`src/rtl/psa_pkg.sv`:
```
package psa_pkg;
  localparam int PSA_WORD_W  = 32;
  localparam int PSA_N_ISL   = 13;
  localparam int PSA_N_CLI   = 25;
  localparam int PSA_CLI_W   = 5;
  localparam int PSA_PST_W   = 3;
  localparam int PSA_ISL_W   = 4;

  typedef enum logic [1:0] {
    ISL_ON = 2'd0, ISL_GATED = 2'd1, ISL_RET = 2'd2, ISL_OFF = 2'd3
  } isl_state_e;

  typedef enum logic [1:0] {
    CK_NONE = 2'd0, CK_ISLAND = 2'd1, CK_DISPLAY = 2'd2
  } client_kind_e;

  typedef struct packed {
    client_kind_e           kind;
    logic [PSA_ISL_W-1:0]   island;
  } client_route_t;

  // Fixed client routing (R6 relies on clients 0, 21, 22..31).
  function automatic client_route_t route_of(input int c);
    client_route_t r;
    r.kind   = CK_NONE;
    r.island = '0;
    if (c >= 1 && c <= 8) begin
      r.kind = CK_ISLAND; r.island = PSA_ISL_W'(c);
    end else if (c >= 9 && c <= 11) begin
      r.kind = CK_ISLAND; r.island = PSA_ISL_W'(9);
    end else if (c >= 12 && c <= 19) begin
      r.kind = CK_ISLAND; r.island = PSA_ISL_W'(10);
    end else if (c == 20) begin
      r.kind = CK_ISLAND; r.island = PSA_ISL_W'(12);
    end else if (c == 21) begin
      r.kind = CK_DISPLAY;
    end
    return r;
  endfunction

  // Device state to island code; D0 promoted when auto-gating is on.
  function automatic isl_state_e xlate(input logic [PSA_PST_W-1:0] pst,
                                       input logic acg_bit);
    case (pst)
      3'd0:    return acg_bit ? ISL_GATED : ISL_ON;
      3'd1:    return ISL_GATED;
      3'd2:    return ISL_RET;
      default: return ISL_OFF;
    endcase
  endfunction

  // Replace one 2-bit island field of a word.
  function automatic logic [PSA_WORD_W-1:0] splice(
      input logic [PSA_WORD_W-1:0] word,
      input logic [PSA_ISL_W-1:0]  island,
      input logic [1:0]            code);
    logic [PSA_WORD_W-1:0] fmask, fval;
    fmask = PSA_WORD_W'(2'b11) << (2 * island);
    fval  = PSA_WORD_W'(code)  << (2 * island);
    return (word & ~fmask) | fval;
  endfunction

  function automatic logic [PSA_WORD_W-1:0] acg_mask_default();
    logic [PSA_WORD_W-1:0] m;
    m = '0;
    for (int i = 0; i < PSA_N_ISL; i++)
      if (i != 4 && i != 9) m[2*i] = 1'b1;
    return m;
  endfunction

  function automatic logic [PSA_WORD_W-1:0] deep_mask_default();
    logic [PSA_WORD_W-1:0] m;
    m = '0;
    for (int i = 1; i < PSA_N_ISL; i++)
      if (i != 11) m[2*i +: 2] = 2'b11;
    return m;
  endfunction
endpackage

```
`src/rtl/psa_req_store.sv`:
```
module psa_req_store #(
  parameter int N_CLI = psa_pkg::PSA_N_CLI,
  parameter int CLI_W = psa_pkg::PSA_CLI_W,
  parameter int PST_W = psa_pkg::PSA_PST_W
) (
  input  logic                   clk,
  input  logic                   rst_n,
  input  logic                   wr_en,
  input  logic [CLI_W-1:0]       wr_client,
  input  logic [PST_W-1:0]       wr_pst,
  output logic [N_CLI*PST_W-1:0] latest_flat
);
  for (genvar c = 0; c < N_CLI; c++) begin : g_cli
    logic [PST_W-1:0] lat_q;
    always_ff @(posedge clk or negedge rst_n) begin
      if (!rst_n)                              lat_q <= '0;
      else if (wr_en && wr_client == CLI_W'(c)) lat_q <= wr_pst;
    end
    assign latest_flat[c*PST_W +: PST_W] = lat_q;
  end
endmodule

```
`src/rtl/psa_island_merge.sv`:
```
module psa_island_merge #(
  parameter int N_CLI = psa_pkg::PSA_N_CLI,
  parameter int PST_W = psa_pkg::PSA_PST_W,
  parameter int ISL_W = psa_pkg::PSA_ISL_W
) (
  input  logic [N_CLI*PST_W-1:0] latest_flat,
  input  logic [ISL_W-1:0]       island,
  output logic [PST_W-1:0]       min_pst
);
  import psa_pkg::*;
  always_comb begin
    min_pst = '1;
    for (int c = 0; c < N_CLI; c++) begin
      if (route_of(c).kind == CK_ISLAND && route_of(c).island == island &&
          latest_flat[c*PST_W +: PST_W] < min_pst)
        min_pst = latest_flat[c*PST_W +: PST_W];
    end
  end
endmodule

```
`src/rtl/psa_target_build.sv`:
```
module psa_target_build #(
  parameter int WORD_W = psa_pkg::PSA_WORD_W,
  parameter int N_ISL  = psa_pkg::PSA_N_ISL,
  parameter int PST_W  = psa_pkg::PSA_PST_W,
  parameter int ISL_W  = psa_pkg::PSA_ISL_W,
  parameter logic [WORD_W-1:0] ACG_MASK = psa_pkg::acg_mask_default()
) (
  input  logic [WORD_W-1:0] status_word,
  input  logic [ISL_W-1:0]  island,
  input  logic [PST_W-1:0]  min_pst,
  output logic [WORD_W-1:0] new_word,
  output logic              differs
);
  import psa_pkg::*;
  localparam int USED_W = 2 * N_ISL;
  localparam logic [WORD_W-1:0] USABLE = WORD_W'((64'd1 << USED_W) - 64'd1);
  logic [1:0] code;
  always_comb begin
    code     = xlate(min_pst, ACG_MASK[2*island]);
    new_word = splice(status_word, island, code) & USABLE;
    differs  = (new_word != status_word);
  end
endmodule

```
`src/rtl/psa_eligibility.sv`:
```
module psa_eligibility #(
  parameter int WORD_W = psa_pkg::PSA_WORD_W,
  parameter int VETO_W = 8,
  parameter int SHALLOW_BIT = 4,
  parameter int DEEP_BIT = 5,
  parameter logic [WORD_W-1:0] DEEP_MASK = psa_pkg::deep_mask_default()
) (
  input  logic [WORD_W-1:0] status_word,
  input  logic              ctrl_busy,
  input  logic              gfx_off,
  input  logic              deep_en,
  output logic              deep_ok,
  output logic [VETO_W-1:0] veto_mask
);
  always_comb begin
    deep_ok   = ((status_word & DEEP_MASK) == DEEP_MASK);
    veto_mask = '0;
    if (ctrl_busy) begin
      veto_mask[SHALLOW_BIT] = 1'b1;
      veto_mask[DEEP_BIT]    = 1'b1;
    end else if (!deep_ok || !gfx_off || !deep_en) begin
      veto_mask[DEEP_BIT] = 1'b1;
    end
  end
endmodule

```
`src/rtl/psa_arbiter.sv`:
```
module psa_arbiter #(
  parameter int WORD_W = psa_pkg::PSA_WORD_W,
  parameter int N_ISL  = psa_pkg::PSA_N_ISL,
  parameter int N_CLI  = psa_pkg::PSA_N_CLI,
  parameter int CLI_W  = psa_pkg::PSA_CLI_W,
  parameter int PST_W  = psa_pkg::PSA_PST_W,
  parameter int ISL_W  = psa_pkg::PSA_ISL_W,
  parameter int VETO_W = 8,
  parameter logic [WORD_W-1:0] ACG_MASK  = psa_pkg::acg_mask_default(),
  parameter logic [WORD_W-1:0] DEEP_MASK = psa_pkg::deep_mask_default()
) (
  input  logic              clk,
  input  logic              rst_n,
  input  logic              req_valid,
  output logic              req_ready,
  input  logic [CLI_W-1:0]  req_client,
  input  logic [PST_W-1:0]  req_pstate,
  input  logic [WORD_W-1:0] status_word,
  input  logic              ctrl_busy,
  input  logic              deep_en,
  output logic              apply_valid,
  output logic [WORD_W-1:0] apply_word,
  input  logic              apply_ack,
  output logic              gfx_off,
  output logic              deep_ok,
  output logic [VETO_W-1:0] veto_mask
);
  import psa_pkg::*;

  logic [N_CLI*PST_W-1:0] latest_flat;
  client_route_t          route;
  logic [PST_W-1:0]       prev_pst, min_pst;
  logic [CLI_W-1:0]       safe_idx;
  logic                   accept_evt, store_evt, gfx_evt, eval_evt;
  logic [ISL_W-1:0]       pend_island;
  logic [WORD_W-1:0]      new_word;
  logic                   differs;

  // Named events used by the checker.
  assign accept_evt = req_valid && req_ready;
  assign route      = route_of(int'(req_client));
  assign safe_idx   = (int'(req_client) < N_CLI) ? req_client : '0;
  assign prev_pst   = latest_flat[safe_idx*PST_W +: PST_W];
  assign store_evt  = accept_evt && route.kind == CK_ISLAND && req_pstate != prev_pst;
  assign gfx_evt    = accept_evt && route.kind == CK_DISPLAY;
  assign req_ready  = !eval_evt && !apply_valid;

  psa_req_store #(.N_CLI(N_CLI), .CLI_W(CLI_W), .PST_W(PST_W)) store_i (
    .clk(clk), .rst_n(rst_n), .wr_en(store_evt), .wr_client(req_client),
    .wr_pst(req_pstate), .latest_flat(latest_flat));

  psa_island_merge #(.N_CLI(N_CLI), .PST_W(PST_W), .ISL_W(ISL_W)) merge_i (
    .latest_flat(latest_flat), .island(pend_island), .min_pst(min_pst));

  psa_target_build #(.WORD_W(WORD_W), .N_ISL(N_ISL), .PST_W(PST_W),
                     .ISL_W(ISL_W), .ACG_MASK(ACG_MASK)) build_i (
    .status_word(status_word), .island(pend_island), .min_pst(min_pst),
    .new_word(new_word), .differs(differs));

  psa_eligibility #(.WORD_W(WORD_W), .VETO_W(VETO_W),
                    .DEEP_MASK(DEEP_MASK)) elig_i (
    .status_word(status_word), .ctrl_busy(ctrl_busy), .gfx_off(gfx_off),
    .deep_en(deep_en), .deep_ok(deep_ok), .veto_mask(veto_mask));

  always_ff @(posedge clk or negedge rst_n) begin
    if (!rst_n) begin
      eval_evt    <= 1'b0;
      pend_island <= '0;
      gfx_off     <= 1'b0;
      apply_valid <= 1'b0;
      apply_word  <= '0;
    end else begin
      eval_evt <= store_evt;
      if (store_evt) pend_island <= route.island;
      if (gfx_evt)   gfx_off     <= (req_pstate != '0);
      if (eval_evt && differs) begin
        apply_valid <= 1'b1;
        apply_word  <= new_word;
      end else if (apply_valid && apply_ack) begin
        apply_valid <= 1'b0;
      end
    end
  end
endmodule

```
`config.mk`:
```
export PLATFORM = sky130hd
export DESIGN_NAME = psa_arbiter
export DESIGN_NICKNAME = d
export VERILOG_FILES = /design/src/rtl/psa_pkg.sv /design/src/rtl/psa_req_store.sv /design/src/rtl/psa_island_merge.sv /design/src/rtl/psa_target_build.sv /design/src/rtl/psa_eligibility.sv /design/src/rtl/psa_arbiter.sv
export SDC_FILE = /design/constraint.sdc
export NUM_CORES = 1
export LEC_CHECK = 0
export CAP_MARGIN = 20
export CORE_UTILIZATION = 25
export DETAILED_ROUTE_END_ITERATION = 12
export DONT_BUFFER_PORTS = 1
export SLEW_MARGIN = 20
export SYNTH_ARGS = -nofsm -noshare
export SYNTH_HDL_FRONTEND = slang
export SYNTH_SLANG_ARGS = --single-unit
```
`constraint.sdc`:
```
create_clock -name clk -period 14.7 [get_ports clk]
set_input_delay 4.41 -clock clk [delete_from_list [all_inputs] [get_ports clk]]
set_output_delay 4.41 -clock clk [all_outputs]
set_load 0.05 [all_outputs]
```
# [Yosys cells after proc, flatten, opt, wreduce, memory -nomap -nowiden]
# Memories as Yosys holds them, arrays and structs flattened.
# Cells that the tools add are included.
[totals] regBits=108 romBits=16 inputBits=46 out_inout_bits=44 wordCells=211 memories=1
[memory_table] memory="(no name shown)" words=16 word_bits=1 read_ports=1 rd_clocked_by_memory_dff=0 write_ports=0 line_no="psa_target_build.sv:19" source="code = xlate(min_pst, ACG_MASK[2*island]);"
[classes] mul=1 n_lt_le_gt_ge=28 eq_ne=44 shifts=3 n_mux=35 bitwise_logic=3 reduce_logical=66
[ops] op="variable part select 75 x 8 -> 3 bit" n=1
[ops] op="2-to-1 mux 3 bit" n=20
[ops] op="less-than comparator 3 bit" n=19
[ops] op="equality test 5 bit (second input constant)" n=11
[ops] op="logical AND 1 bit" n=55
[ops] op="equality test 5 x 4 -> 1 bit (second input constant)" n=8
[ops] op="!= test 26 x 32 -> 1 bit" n=1
[ops] op="bitwise AND 26 bit" n=1
[ops] op="NOT 26 bit" n=1
[ops] op="bitwise OR 26 bit" n=1
[ops] op="<< shifter 2 x 5 -> 26 bit" n=1
[ops] op="<< shifter 2 x 5 -> 26 bit (first input constant)" n=1
[ops] op="equality test 22 bit (second input constant)" n=1
[ops] op="equality test 5 x 3 -> 1 bit (second input constant)" n=4
[ops] op="2-to-1 mux 6 bit" n=3
[ops] op="equality test 3 x 4 -> 1 bit (first input constant)" n=4
[ops] op="equality test 4 bit (first input constant)" n=4
[ops] op="equality test 5 x 2 -> 1 bit (second input constant)" n=2
[ops] op=">= comparator 5 x 4 -> 1 bit (second input constant)" n=2
[ops] op="less-or-equal comparator 5 x 4 -> 1 bit (second input constant)" n=2
[ops] op="equality test 2 x 4 -> 1 bit (first input constant)" n=2
[ops] op="multiplier 5 x 2 -> 7 bit (second input constant)" n=1
[ops] op="2-to-1 mux 1 bit" n=7
[ops] op="less-than comparator 5 x 6 -> 1 bit (second input constant)" n=1
[ops] op="other kinds (21)" n=27

# [Longest topological paths before layout]
# Gate-level depths: netlist of run 1.
[depth] ltp_word=67 ltp_mapped=25 depth_no_buf=21

# [Hierarchy]
# From an unflattened synthesis of run 1, not the netlist that was laid out.
[hier_totals] cells_unflattened=890 area_unflattened_um2=8455.6
[modules_own_cells] mod="psa_req_store" n_inst=1 cells_per_inst=194 area_per_inst_um2=2964.1 seq_area_each_um2=1876.8
[modules_own_cells] mod="psa_arbiter" n_inst=1 cells_per_inst=236 area_per_inst_um2=2527.4 seq_area_each_um2=975.9
[modules_own_cells] mod="psa_island_merge" n_inst=1 cells_per_inst=270 area_per_inst_um2=1793.0 seq_area_each_um2=0.0
[modules_own_cells] mod="psa_target_build" n_inst=1 cells_per_inst=170 area_per_inst_um2=1044.8 seq_area_each_um2=0.0
[modules_own_cells] mod="psa_eligibility" n_inst=1 cells_per_inst=20 area_per_inst_um2=126.4 seq_area_each_um2=0.0

# [Least setup slack after synthesis of run 1]
# Ideal clock, no wire load.
[synth_path] path_kind="input port to output port" startpoint="input port status_word[5]" endpoint="output port veto_mask[5]" arrival_time_ps=6959 t_required_ps=10290 setup_slack_ps=3331 path_stages=4 n_path_buf=0 path_cell_list="nand4_1 or4_1 nor3_1 nand4b_1"
[synth_via] elab_chain_len=6
[synth_lines] item="start, declared" line_no="psa_arbiter.sv:18" source="input logic [WORD_W-1:0] status_word,"
[synth_lines] item="equality test 22 bit" line_no="psa_eligibility.sv:16" source="deep_ok = ((status_word & DEEP_MASK) == DEEP_MASK);"
[synth_lines] item="named net deep_ok" line_no="psa_arbiter.sv:25" source="output logic deep_ok,"
[synth_lines] item="zero test 1 bit" line_no="psa_eligibility.sv:21" source="end else if (!deep_ok || !gfx_off || !deep_en) begin"
[synth_lines] item="logical OR 1 bit (2 in a row)" line_no="psa_eligibility.sv:21"
[synth_lines] item="2-to-1 mux 1 bit" line_no="psa_eligibility.sv:21"
[synth_lines] item="2-to-1 mux 1 bit" line_no="psa_eligibility.sv:18" source="if (ctrl_busy) begin"
[synth_lines] item="end, declared" line_no="psa_arbiter.sv:26" source="output logic [VETO_W-1:0] veto_mask"
# The timed path passes the listed nets, and every way through them passes these cells.

# [Worst setup path after layout of run 1]
# Ends and elaborated chain as after synthesis.

==> results_dict.tcl, run 1 <==
set metrics [dict create \
    crit_type "primary input to output port" \
    drv_slew 0 \
    grt_setup_unrepaired "no" \
    ys_seq_area_share_pct 37.2 \
    critical_path.startpoint_type "primary input" \
    die_h_um 172 \
    syn2layout_area_growth_pct 7.00 \
    setup_viol 0 \
    setup_tns_ps 0 \
    wl_um 21100 \
    grt_antenna_before_repair 0 \
    min_period_ps 11050 \
    synthTopCellsByArea "dfrtp_1 37%, mux2_2 12%, mux2i_1 4.8%, nand2_1 4.7%, nor2_1 3.5%" \
    clkTransAtPathRegs_ps 70 \
    gp_congestion 0.884 \
    netlist_area_sq_um 7260 \
    crit_start "status_word[5]" \
    endpoint_kind "output port" \
    r2r_end "apply_word[5]$_DFFE_PN0P_" \
    cts_root_buffer "clkbuf_16" \
    synth.most_common_cell "dfrtp_1" \
    cp.arrival_ps 6640 \
    htree_num_levels 3 \
    n_antenna_cell 0 \
    hold_depth 0 \
    maxCapViolCount 0 \
    fin_crit_sh_pct 75.2 \
    nets 787 \
    yosys_warnings 0 \
    synthArstFlopShare_pct 100 \
    yosys.cell_types.count 88 \
    cp.required_ps 10290 \
    portBuffers 0 \
    core_area_sq_um 28600 \
    firstDrtPassIters 7 \
    drtIter0Drc 582 \
    hold_buffers 0 \
    r2r_start "pend_island[3]$_DFFE_PN0P_" \
    nFillCells 2992 \
    grt-ovfl-total 0 \
    yosys.area.top_type_share_pct 37.2 \
    finClkSkew_ps 17.0 \
    crit_end "veto_mask[5]" \
    rows 62 \
    cts_tree "built" \
    synth_edf_count 0 \
    drt-wirelength-per-cell_um 18.7 \
    post_cts_buffers 0 \
    synth_largest_area_cell "dfrtp_1" \
    start_util_pct 25.3 \
    dieWidth_um 172 \
    status "completed" \
    grt_max_degree 109 \
    ir_drop_mv 0.0671 \
    cts-buffers-inserted 9 \
    worst_pin_slew_ps 959 \
    placed_area_sq_um 7450 \
    ios 90 \
    clock_latency_ps 370 \
    cts_resized 0 \
    leakagePower_nw 3.18 \
    vias 6021 \
    hold_viol 0 \
    synth_ff_type "dfrtp_1" \
    max_slew_margin_pct 35.7 \
    drt-vias-per-instance 5.34 \
    grtUsageTotal_pct 14.2 \
    synth-seq-cells 108 \
    p_per_area_nw_per_um2 177 \
    synth_cells 785 \
    syn_area_per_cell_sq_um 9.24 \
    path_max_fanout 4 \
    cts.sinks 108 \
    design_area_sq_um 7760 \
    antenna_left 0 \
    r2r_cells 21 \
    max_freq_ghz 0.0905 \
    rrSetupSlack_ps 7490 \
    dieArea_sq_um 29700 \
    cts.path.max_buffers 2 \
    grt_first_pass_wirelength_um 32000 \
    holdCritPathClass "register to register" \
    grt_pass1_vias 5649 \
    yosys-top-cells-count "108 x dfrtp_1, 91 x nand2_1, 75 x mux2_2" \
    hpwl_um 15500 \
    drive_gt1_share_pct 17.1 \
    drcViolationCount 0 \
]
==> state kept, by name, summed over array words and instances, names as in the netlist <==
signal               cells
eval_evt                 1
store_i.g_cli.lat_q     75
gfx_off                  1
apply_valid              1
apply_word              26
pend_island              4
==> report_power, final <==
group / switching, mW / internal (mW)
Sequential: 0.219 / 0.363
Clock: 0.122 / 0.118
Combinational: 0.320 / 0.234
Total: 0.662 / 0.714
==> critical path, stage by stage <==
cell and delay [ps]:
nand4_1 140, or4_1 580, nor3_2 740, nand4b_1 760
==> cell type report <==
class	count	area (sq um)	area share [%]
sequential	108	2700	34.8
tap	384	480	6.19
timing repair buffer	6	65.1	0.838
inverter	18	67.6	0.870
multi-input combinational	596	4160	53.6
clock buffer	9	225	2.90
clock inverter	7	58.8	0.757
==> metal layers <==
layer | global-route usage (%) | vias to the layer above | routed length [um]
met1 | 18.4 | 2910 | 9190
met3 | 4.85 | 37 | 2160
met2 | 21.7 | 300 | 9330
met5 | 0 | - | 0
met4 | 5.43 | 0 | 435
li1 | - | 2774 | -
==> worst min path at each step <==
| stage | to | start | slack (ps) |
|---|---|---|---|
| after global placement | store_i.g_cli[22].lat_q[2]$_DFFE_PN0P_ | store_i.g_cli[22].lat_q[2]$_DFFE_PN0P_ | 360 |
| after global routing | store_i.g_cli[22].lat_q[2]$_DFFE_PN0P_ | store_i.g_cli[22].lat_q[2]$_DFFE_PN0P_ | 380 |
| after floorplan | store_i.g_cli[22].lat_q[0]$_DFFE_PN0P_ | store_i.g_cli[22].lat_q[0]$_DFFE_PN0P_ | 420 |
| final | store_i.g_cli[22].lat_q[0]$_DFFE_PN0P_ | store_i.g_cli[22].lat_q[0]$_DFFE_PN0P_ | 370 |
| after CTS | store_i.g_cli[22].lat_q[0]$_DFFE_PN0P_ | store_i.g_cli[22].lat_q[0]$_DFFE_PN0P_ | 380 |
| after detailed placement | store_i.g_cli[22].lat_q[0]$_DFFE_PN0P_ | store_i.g_cli[22].lat_q[0]$_DFFE_PN0P_ | 360 |
==> cells by family after synthesis <==
| logic type | share of synthesized area [%] |
|---|---|
| flip-flops | 37.2 |
| AND/OR/NAND/NOR | 16.9 |
| AO/OA/AOI/OAI | 19.3 |
| multiplexers | 19.5 |
| other | 0.0517 |
| XOR/XNOR | 0.241 |
| adder cells (fa/ha/maj) | 0.638 |
| buffers and inverters | 6.10 |
==> cell usage in the layout, fill, tap and decap left out, types with 3 or more instances in the layout <==
master,n
a311oi_1,3
clkbuf_16,9
inv_1,18
a22oi_1,3
and2_1,7
mux2_2,75
nand4_1,10
nor3b_1,4
nor2b_1,10
a31oi_1,8
o21ai_1,7
dfrtp_1,108
a221oi_1,8
o21a_1,3
o21ai_0,26
a221o_1,3
nand2b_1,8
o21bai_1,5
inv_6,3
conb_1,12
o32a_1,3
or3_1,7
a21o_1,5
nand2_1,91
o31ai_1,6
mux2i_1,35
a32oi_1,4
buf_4,5
o211ai_1,3
nand3_1,17
a211oi_1,12
a2111oi_0,3
nor2_1,68
o22ai_1,12
nor3_1,21
mux2_4,14
a21oi_1,36
o311ai_0,7
==> metrics by stage <==
stage	total power [mW]	setup slack (ps)	instances	util, %	hold slack (ps)
after floorplan	1.01	3330	796	-	422
after global placement	1.12	3620	1111	26.0	358
after detailed placement	1.13	3630	1111	26.0	358
after CTS	1.37	3630	1127	27.0	376
final	1.38	3650	1128	27.1	370
after global routing	1.45	3510	1128	27.1	382
No activity file was read; power rests on OpenSTA's default activity.
==> run 2, diff against run 1 <==
Clock period 14.7 ns to 11.27 ns, I/O delays scaled along.
==> run 2 against run 1 <==
  * Register-to-register slack worse by 4000 ps
  * Hold slack worse by 1.7 ps
  * Routed wire length increased by 1.4%
  * Combinational power up 29%
  * Total power increased by 31%
  * Die area unchanged
  * Largest cell class unchanged
  * Largest power group unchanged
==> results_dict.tcl, run 2 (same netlist as run 1, synthesis figures left out) <==
set metrics [dict create \
    regArea_sq_um 2700 \
    max_slew_margin_pct 30.0 \
    largest_reg_flops 75 \
    holdCritPathClass "register to register" \
    start_util_pct 25.3 \
    reg_top3 "store_i.g_cli.lat_q x75, apply_word x26, pend_island x4" \
    die_h_um 172 \
    critical_path.startpoint_type "primary input" \
    finClkSkew_ps 11.9 \
    dieArea_sq_um 29700 \
    placed_area_sq_um 7440 \
    crit_type "primary input to output port" \
    design_area_sq_um 7770 \
    drt-vias-per-instance 5.37 \
    cts_resized 0 \
    drcViolationCount 0 \
    ir_drop_mv 0.0700 \
    n_antenna_cell 0 \
    drt-wirelength-per-cell_um 19.0 \
    wl_um 21400 \
    syn2layout_area_growth_pct 7.04 \
    setup_viol 0 \
    clock_latency_ps 360 \
    path_max_fanout 4 \
    cts.sinks 108 \
    final_common_cell "dfrtp_1" \
    drv_slew 0 \
    nets 786 \
    cts-buffers-inserted 9 \
    leakagePower_nw 3.19 \
    core_area_sq_um 28600 \
    fin_crit_sh_pct 79.4 \
    nFillCells 3033 \
    gp_congestion 0.880 \
    hold_buffers 0 \
    max_freq_ghz 0.112 \
    cts_root_buffer "clkbuf_16" \
    maxCapViolCount 0 \
    htree_num_levels 3 \
    cp.required_ps 7890 \
    top_register "store_i.g_cli.lat_q" \
    cts.path.max_buffers 2 \
    clkTransAtPathRegs_ps 60 \
    drive_gt1_share_pct 16.8 \
    vias 6055 \
    status "completed" \
    firstDrtPassIters 6 \
    ios 90 \
    multiInputGateArea_sq_um 4160 \
    p_per_area_nw_per_um2 232 \
    portBuffers 0 \
    worst_pin_slew_ps 1040 \
    antenna_left 0 \
    drtIter0Drc 486 \
    post_cts_buffers 0 \
    grt_setup_unrepaired "no" \
    min_period_ps 8950 \
    rrSetupSlack_ps 3490 \
    hold_viol 0 \
    grt_first_pass_wirelength_um 32900 \
    grtUsageTotal_pct 14.5 \
    cts_tree "built" \
    endpoint_kind "output port" \
    grt_pass1_vias 5663 \
    grt_max_degree 109 \
    mostFrequentLayoutCells "108 x dfrtp_1, 91 x nand2_1, 75 x mux2_2" \
    dieWidth_um 172 \
    setup_tns_ps 0 \
    hpwl_um 15700 \
    grt-ovfl-total 0 \
    cp.arrival_ps 5570 \
    grt_antenna_before_repair 0 \
    rows 62 \
]
## run 2: metal layers
layer / up-vias / global-route usage [%] / routed length [um]
met5: - / 0 / 0
met4: 0 / 4.81 / 437
met3: 31 / 5.15 / 2180
met2: 273 / 22.1 / 9520
met1: 2974 / 18.8 / 9280
li1: 2777 / - / -
## run 2: worst paths after layout
path / start / end / depth (start not counted)
min in group asynchronous: rst_n / apply_word[18]$_DFFE_PN0P_ / 0
hold / removal: store_i.g_cli[22].lat_q[2]$_DFFE_PN0P_ / store_i.g_cli[22].lat_q[2]$_DFFE_PN0P_ / 0
setup reg to reg: pend_island[3]$_DFFE_PN0P_ / apply_word[24]$_DFFE_PN0P_ / 21
setup / recovery: status_word[5] / veto_mask[5] / 4
hold reg to reg: store_i.g_cli[22].lat_q[2]$_DFFE_PN0P_ / store_i.g_cli[22].lat_q[2]$_DFFE_PN0P_ / 0
max in group asynchronous: rst_n / apply_word[13]$_DFFE_PN0P_ / 0
## run 2: stage by stage
stage | setup slack [ps] | cells | hold WS (ps) | power, mW | util, %
2_1_floorplan | 1960 | 796 | 422 | 1.31 | -
3_3_place_gp | 2250 | 1110 | 358 | 1.46 | 26.0
3_5_place_dp | 2250 | 1110 | 358 | 1.47 | 26.0
4_1_cts | 2260 | 1126 | 374 | 1.79 | 27.0
5_1_grt | 2190 | 1127 | 382 | 1.90 | 27.1
6_report | 2320 | 1127 | 369 | 1.80 | 27.1
## run 2: final cells by class
class | count | area share (%)
repair buffers | 5 | 0.741
flip-flops and latches | 108 | 34.8
inverters | 18 | 0.870
multi-input cells | 596 | 53.6
well taps | 384 | 6.19
clock inverters | 6 | 0.838
clock buffers | 10 | 2.95
## run 2: where the power goes
group          total, mW  internal, mW  switching, mW
Sequential         0.763         0.473          0.290
Combinational      0.717         0.299          0.418
Clock              0.320         0.172          0.148
## run 2: worst max-delay path: stages
cell and delay (ps):
nand4_1 120, or4_1 570, nor3_2 740, nand4b_1 760
==> run 3, diff against run 2 <==
Settings changed: ABC_AREA set to 1.
Clock period 11.27 ns to 7.2 ns, I/O delays scaled along.
==> run 3 against run 2 <==
  * Sequential cell count did not move
  * Combinational power rose to 5.2 times the previous value
  * Routed wire length rose by 14%
  * Critical path depth rose by 115
  * Critical path type is now register to register
  * Non-clock buffer count rose by 166
  * The run now ends with design-rule violations, negative setup slack left
  * Sequential power rose by 48%
  * Die area rose by 9.0%
  * Highest routed layer unchanged
  * Cell area rose by 32%
  * Sequential share of layout area fell by 8.4 points
  * Core utilization rose by 6.1 points
  * Count of clock-buffer cells in the layout did not move
==> results_dict.tcl, run 3 <==
set metrics [dict create \
    status "complete, but fails checks" \
    violations "design-rule violations, negative setup slack" \
    grt_setup_unrepaired "yes" \
    grt_max_degree 109 \
    crit_type "register to register" \
    cts.sinks 108 \
    path_max_fanout 8 \
    cp.required_ps 7510 \
    syn_area_per_cell_sq_um 6.55 \
    rrSetupSlack_ps -3070 \
    max_freq_ghz 0.0974 \
    setup_slack_ps -3070 \
    nFillCells 3345 \
    clock_latency_ps 370 \
    netlist_area_sq_um 7920 \
    synth.most_common_cell "nand2_1" \
    htree_num_levels 3 \
    critical_path.startpoint_type "register" \
    crit_path_top_delay_cell "dfrtp_1" \
    final_util_pct 33.2 \
    leakagePower_nw 5.04 \
    ios 90 \
    placed_area_sq_um 9160 \
    n_antenna_cell 0 \
    drtIter0Drc 682 \
    hold_start "store_i.g_cli[24].lat_q[0]$_DFFE_PN0P_" \
    cpPeakStageDelay_ps 440 \
    crit_start "pend_island[0]$_DFFE_PN0P_" \
    yosys-top-cells-count "305 x nand2_1, 188 x inv_1, 127 x o21ai_0" \
    synth_edf_count 0 \
    nets 1385 \
    yosys.area.top_type_share_pct 34.1 \
    drive_gt1_share_pct 28.2 \
    met3_usage_pct 3.57 \
    holdCritPathClass "register to register" \
    synth_cells 1208 \
    grt-ovfl-total 0 \
    vias 8230 \
    ys_seq_area_share_pct 34.1 \
    rows 64 \
    dp_cells 1680 \
    cts_tree "built" \
    crit_top_cell "nand2_2" \
    synth_ff_type "dfrtp_1" \
    start_util_pct 25.6 \
    largest_reg_flops 75 \
    syn2layout_area_growth_pct 29.7 \
    grt_pass1_vias 7471 \
    dieArea_sq_um 32400 \
    reg_top3 "store_i.g_cli.lat_q x75, apply_word x26, pend_island x4" \
    yosys.cell_types.count 46 \
    synthArstFlopShare_pct 100 \
    fin_crit_sh_pct 143 \
    ir_drop_mv 0.412 \
    drt-vias-per-instance 4.74 \
    cp.arrival_ps 10580 \
    finClkSkew_ps 12.5 \
    design_area_sq_um 10300 \
    setup_viol 27 \
    wl_um 24500 \
    hold_viol 0 \
    finalNonFillerCells 1738 \
    drt-wirelength-per-cell_um 14.1 \
    clkTransAtPathRegs_ps 80 \
    drcViolationCount 16 \
    synthTopCellsByArea "dfrtp_1 34%, nand2_1 14%, inv_1 8.9%, o21ai_0 8.0%, nand3_1 7.9%" \
    mostFrequentLayoutCells "255 x nand2_1, 185 x inv_1, 161 x buf_4" \
    core_area_sq_um 30900 \
    drv_slew 0 \
    r2r_start "pend_island[0]$_DFFE_PN0P_" \
    grt_first_pass_wirelength_um 38700 \
    firstDrtPassIters 13 \
    max_slew_margin_pct 30.9 \
    cts.path.max_buffers 2 \
    die_h_um 180 \
    synth_largest_area_cell "dfrtp_1" \
    cts-buffers-inserted 9 \
    yosys_warnings 0 \
    worst_pin_slew_ps 1030 \
    setup_tns_ps -82670 \
    final_common_cell "nand2_1" \
    top_register "store_i.g_cli.lat_q" \
    grt_antenna_before_repair 0 \
    gp_congestion 0.937 \
    endpoint_kind "register" \
    portBuffers 0 \
    pre_cts_ws_ps -2780 \
    maxCapViolCount 0 \
    grt_busiest_layer "met2" \
    grtUsageTotal_pct 14.8 \
    dieWidth_um 180 \
    p_per_area_nw_per_um2 521 \
    grtUsageMet2_pct 22.9 \
    antenna_left 0 \
    min_period_ps 10270 \
    synth-seq-cells 108 \
    hpwl_um 17200 \
    cts_root_buffer "clkbuf_16" \
    met1_usage_pct 20.8 \
]
==> run 3: layout make-up <==
class | count | area, sq um | area share (%)
multi-input cells | 846 | 4610 | 44.9
flip-flops and latches | 108 | 2710 | 26.3
repair buffers | 171 | 1410 | 13.7
inverters | 201 | 757 | 7.37
well taps | 396 | 495 | 4.83
clock buffers | 10 | 239 | 2.33
clock inverters | 6 | 52.6 | 0.512
==> run 3: final timing paths <==
check,endpoint,depth (start not counted)
max,apply_word[6]$_DFFE_PN0P_,119
min,store_i.g_cli[24].lat_q[0]$_DFFE_PN0P_,0
max reg2reg,apply_word[6]$_DFFE_PN0P_,119
min reg2reg,store_i.g_cli[24].lat_q[0]$_DFFE_PN0P_,0
max in group asynchronous,store_i.g_cli[15].lat_q[1]$_DFFE_PN0P_,0
min in group asynchronous,apply_word[19]$_DFFE_PN0P_,0
==> run 3: per-layer routing <==
layer / share of wire [%] / vias up
li1: - / 4102
met1: 47 / 3861
met2: 44 / 240
met3: 7.4 / 27
met4: 1.3 / 0
met5: 0 / -
==> run 3: cells by family (layout without fill, tap and decap cells) <==
group	after synthesis	count (layout)	synth area share (%)
adder cells (fa/ha/maj)	2	2	0.316
buffers and inverters	269	388	14.8
XOR/XNOR	3	3	0.332
other	1	12	0.0474
AO/OA/AOI/OAI	185	185	12.4
flip-flops	108	108	34.1
AND/OR/NAND/NOR	640	644	37.9
==> run 3: metrics by stage <==
| stage | hold slack (ps) | power, mW |
|---|---|---|
| detailed placement | 366 | 4.05 |
| CTS | 384 | 4.84 |
| floorplan | 429 | 3.09 |
| global placement | 365 | 4.02 |
| global route | 392 | 5.76 |
| finish | 379 | 5.35 |
==> run 3: critical path: cells and delay by family, from the launching register on <==
family,cells,cell delay (ps)
AND/OR/NAND/NOR,105,8230
buffers and inverters,10,830
adder cells (fa/ha/maj),2,470
flip-flops,1,440
AO/OA/AOI/OAI,2,170
==> run 3: repair_timing <==
| item | CTS | global route |
|---|---|---|
| hold buffers | 0 | 0 |
| setup buffers | 19 | 16 |
| pin swaps | 22 | 38 |
| gates resized for setup | 28 | 82 |
| cloned | 5 | 2 |
| endpoints found under the setup margin | 27 | 27 |
==> run 3: power by group <==
part           switching [mW]  internal [mW]  total (mW)
logic                    2.08           1.63        3.71
registers               0.398          0.735        1.13
clock network           0.255          0.251       0.506
total                    2.73           2.61        5.35
